File: src/rtl/irq_ack_port.sv
module irq_ack_port #(
  parameter int N_SRC  = 32,
  parameter int PRIO_W = 8
) (
  input  logic                      clk,
  input  logic                      rst,
  input  logic [N_SRC-1:0]          src_i,
  input  logic [N_SRC-1:0]          edge_i,
  input  logic [N_SRC*PRIO_W-1:0]   prio_i,
  input  logic                      bus_sel_i,
  input  logic                      bus_wr_i,
  input  logic [1:0]                bus_addr_i,
  input  logic [31:0]               bus_wdata_i,
  output logic [31:0]               bus_rdata_o,
  output logic                      irq_o
);
  localparam int ID_W = 10;
  localparam logic [ID_W-1:0] SPUR = ID_W'(1023);
  localparam logic [1:0] A_CTRL = 2'd0, A_MASK = 2'd1, A_ACK = 2'd2, A_EOI = 2'd3;

  logic [N_SRC-1:0]  src_q, pend_q, active_q;
  logic [PRIO_W-1:0] act_prio_q [N_SRC];
  logic              ctrl_q;
  logic [PRIO_W-1:0] mask_q;

  logic [N_SRC-1:0]  rise, cand, ack_hit, eoi_hit;
  logic              best_v, eligible, ack_take, eoi_wr;
  logic [ID_W-1:0]   best_id, ack_id;
  logic [PRIO_W-1:0] best_prio;
  logic [PRIO_W:0]   run_prio;

  assign rise = src_i & ~src_q;
  assign cand = ~active_q & ((edge_i & pend_q) | (~edge_i & src_i));

  always_comb begin
    best_v    = 1'b0;
    best_id   = SPUR;
    best_prio = '1;
    run_prio  = {1'b1, {PRIO_W{1'b0}}};
    for (int i = 0; i < N_SRC; i++) begin
      if (cand[i] && (!best_v || prio_i[i*PRIO_W +: PRIO_W] < best_prio)) begin
        best_v    = 1'b1;
        best_id   = ID_W'(i);
        best_prio = prio_i[i*PRIO_W +: PRIO_W];
      end
      if (active_q[i] && {1'b0, act_prio_q[i]} < run_prio)
        run_prio = {1'b0, act_prio_q[i]};
    end
  end

  assign eligible = ctrl_q && best_v && (best_prio < mask_q) && ({1'b0, best_prio} < run_prio);
  assign ack_id   = eligible ? best_id : SPUR;
  assign irq_o    = eligible;
  assign ack_take = bus_sel_i && !bus_wr_i && bus_addr_i == A_ACK && eligible;
  assign eoi_wr   = bus_sel_i && bus_wr_i && bus_addr_i == A_EOI;

  always_comb begin
    case (bus_addr_i)
      A_CTRL:  bus_rdata_o = {31'd0, ctrl_q};
      A_MASK:  bus_rdata_o = 32'(mask_q);
      A_ACK:   bus_rdata_o = {22'd0, ack_id};
      default: bus_rdata_o = 32'd0;
    endcase
  end

  always_ff @(posedge clk) begin
    if (rst) begin
      ctrl_q <= 1'b0;
      mask_q <= '0;
      src_q  <= '0;
    end else begin
      src_q <= src_i;
      if (bus_sel_i && bus_wr_i && bus_addr_i == A_CTRL) ctrl_q <= bus_wdata_i[0];
      if (bus_sel_i && bus_wr_i && bus_addr_i == A_MASK) mask_q <= bus_wdata_i[PRIO_W-1:0];
    end
  end

  for (genvar g = 0; g < N_SRC; g++) begin : g_src
    assign ack_hit[g] = ack_take && best_id == ID_W'(g);
    assign eoi_hit[g] = eoi_wr && bus_wdata_i[ID_W-1:0] == ID_W'(g) && active_q[g];

    always_ff @(posedge clk) begin
      if (rst) begin
        pend_q[g]     <= 1'b0;
        active_q[g]   <= 1'b0;
        act_prio_q[g] <= '0;
      end else begin
        pend_q[g] <= edge_i[g] & (rise[g] | (pend_q[g] & ~ack_hit[g]));
        if (ack_hit[g]) begin
          active_q[g]   <= 1'b1;
          act_prio_q[g] <= prio_i[g*PRIO_W +: PRIO_W];
        end else if (eoi_hit[g]) begin
          active_q[g]   <= 1'b0;
        end
      end
    end
  end
endmodule


File: config.mk
export PLATFORM = sky130hd
export DESIGN_NAME = irq_ack_port
export DESIGN_NICKNAME = d
export VERILOG_FILES = /design/src/rtl/irq_ack_port.sv
export SDC_FILE = /design/constraint.sdc
export NUM_CORES = 2
export LEC_CHECK = 0
export BUFFER_PORTS_ARGS = -buffer_cell sky130_fd_sc_hd__buf_2
export CORE_MARGIN = 4
export CORE_UTILIZATION = 25
export DETAILED_ROUTE_END_ITERATION = 7
export PLACE_DENSITY_LB_ADDON = 0.25
export RECOVER_POWER = 100
export SYNTH_ARGS = -nofsm -noshare
export SYNTH_HDL_FRONTEND = slang
export SYNTH_SLANG_ARGS = --single-unit
File: constraint.sdc
create_clock -name clk -period 69.1 [get_ports clk]
set_input_delay 3.455 -clock clk [delete_from_list [all_inputs] [get_ports clk]]
set_output_delay 3.455 -clock clk [all_outputs]
set_load 0.005 [all_outputs]
==> impl_metrics.ini <==
[outcome]
outcome = complete, but fails checks
violations = capacitance limit, slew limit

[critical_path]
slowest_stage = or4_4
critPathLaunchType = input port
timing.rr.start = active_q[0]
r2r_cells = 330
reg2reg_slack_ns = 7.86
r2r-end = act_prio_q[0][107]
arrival_ns = 62.37
crit_top_cell = buf_4
cp_top_family = compound AO/OA/AOI/OAI gates
worst-path-buf-inv = 62
required_ns = 65.64
end_kind = primary output
critical_path_class = input port to primary output
max_stage_delay_ns = 0.43
cp_max_fo = 9

[synthesis]
synth_area_leaders = edfxtp_1, ha_1, dfxtp_1, inv_1, a21oi_1
yosys_warnings = 0
synth_top_area_cell = edfxtp_1
synth_edf_count = 256
synthCells = 4612
synthDistinctLibCells = 153
avgSynthCellArea_um2 = 8.100
yosysSeqAreaShare_pct = 26.20
yosysTopAreaCellShare_pct = 20.58
ys_async_sr_fraction_pct = 0
synth_flop_cell = edfxtp_1
syn_area_mm2 = 0.03736
ys_ff_latch = 361

[layout]
final_common_cell = buf_4
layout-drive-gt1-share_pct = 31.65
area_growth_pct = 36.72
most-common-layout-cells = buf_4, inv_1, ha_1, nand2_1, buf_2
nets = 6491
layout.cells.non_filler = 7738
nFillCells = 15650

[sta]
maxSlewHeadroom_pct = -129.0
final.min_clock_period_ns = 65.83
setup_viol = 0
fmax_mhz = 15.19
holdWs_ns = 0.4639
worst_clock_skew_ns = 0.05399
worst_pin_slew_ns = 3.435
layout_worst_path_cycle_share_pct = 95.26
fin_tns_setup_ns = 0
finalHoldViolCount = 0
slew_violations = 104
layout_setup_ws_ns = 3.274

[global_route]
grt_start_max_net_pins = 63
antenna_found_initial = 64
grt_pass1_vias = 38140
overflow = 0
grt_first_pass_wirelength_um = 229200
grt_util_all_layers_pct = 19.09

[clock_tree]
cts_hold_buffers = 0
cts-buffers-inserted = 48
clk-insertion-delay-late_ns = 0.67
clk_pin_slew_ns = 0.06
cts_tree = done
cts_buffer_depth = 3
cts_root_buf = clkbuf_16
cts_max_level = 2
clock-sinks = 361

[die]
die_area_mm2 = 0.1557
rows = 141
io_pins = 391
fp.dieW_um = 394.6
core-area_mm2 = 0.1482
die_h_um = 394.6
initial_core_util_pct = 25.21

[hold_path]
holdCritStartpoint = pend_q[27]
hold_depth = 2
min_path_type = flop to flop
hold_end = pend_q[27]

[routing]
totalWireLength_um = 157400
drt-vias-per-instance = 5.035
vias = 38960
drc = 0
ant_nets = 0
drt_iter0_markers = 2707
wire_per_inst_um = 20.34
first_pass_iters = 5

[placed_design]
dp_cells = 7540
place_hpwl_um = 131200
gp_congestion = 0.9116
dp_worst_setup_slack_ns = -2.886
numPortBuffers = 346

[flow_run]
maxCapViolations = 2
==> what timing repair did <==
action,4_1_cts,5_1_grt
cloned,0,9
pin swaps,7,111
resized for setup,72,416
setup endpoints to repair,19,587
buffers inserted,6,68
==> worst max-delay path by stage <==
stage | startpoint | to | slack [ns] | depth (start not counted)
floorplan | edge_i[0] | bus_rdata_o[0] | 0.1 | 382
global placement | edge_i[0] | bus_rdata_o[2] | -2.62 | 359
detailed placement | edge_i[0] | bus_rdata_o[2] | -2.89 | 360
CTS | edge_i[0] | bus_rdata_o[2] | 0.01 | 371
global route | edge_i[0] | bus_rdata_o[2] | -0.39 | 368
finish | edge_i[0] | bus_rdata_o[2] | 3.27 | 361
==> layout make-up <==
type	count	area, µm²	share of cell area [%]
multi-input combinational	3567	26400	51.68
sequential	361	9791	19.17
timing repair buffer	1226	8701	17.04
tap	1930	2415	4.728
inverter	538	2021	3.956
clock buffer	64	1321	2.587
clock inverter	26	364.1	0.7129
antenna	26	65.06	0.1274
==> per-stage QoR <==
stage	utilization (%)	area, µm²
after floorplan	-	37440
after global placement	31.64	46890
after detailed placement	31.64	46890
after CTS	32.92	48790
after global routing	34.44	51030
final	34.47	51080
==> worst register-to-register path, delay by kind of cell (launching register included) <==
kind / cells / cell delay [ns]
adder cells (fa/ha/maj): 32 / 8.94
multiplexers: 14 / 4.26
AO/OA/AOI/OAI: 183 / 33.90
flip-flops: 1 / 0.49
AND/OR/NAND/NOR: 69 / 9.07
buffers and inverters: 32 / 4.14
==> cell usage after synthesis (all sizes together) (24+ instances only) <==
cell type and instances:
inv 536, ha 391, nand2 368, nor2 348
o21ai 336, a21oi 311, edfxtp 256, nor3 237
a21o 136, mux2i 126, dfxtp 105, nand3 104
buf 99, nor2b 97, o211ai 85, o21a 79
nand4 75, clkbuf 72, mux2 61, nand2b 60
nor4 54, and2 53, a31oi 49, a211oi 48
or2 40, o31ai 37, and3 31, or3 29
nor4b 24
==> flip-flops by register name, summed over array words and instances, names as in the netlist <==
signal	count
pend_q	32
mask_q	8
active_q	32
ctrl_q	1
act_prio_q	256
src_q	32
==> kinds of logic (layout without fill, tap and decap cells) <==
| logic type | count (synthesis) | after routing | share of synthesized area (%) |
|---|---|---|---|
| other | 1 | 48 | 0.01004 |
| multiplexers | 187 | 187 | 5.255 |
| adder cells (fa/ha/maj) | 404 | 404 | 13.44 |
| AO/OA/AOI/OAI | 1324 | 1327 | 23.87 |
| flip-flops | 361 | 361 | 26.20 |
| XOR/XNOR | 10 | 10 | 0.2546 |
| AND/OR/NAND/NOR | 1613 | 1617 | 22.60 |
| buffers and inverters | 712 | 1854 | 8.360 |
==> per-layer routing <==
layer	wire, µm	track usage (%)
met5	151	0
met4	3899	4.867
met3	10490	3.165
met2	73720	32.36
met1	69130	25.17
Power is not shown: default switching activity piles up to over one toggle a cycle in this logic, so the estimate is an artifact.
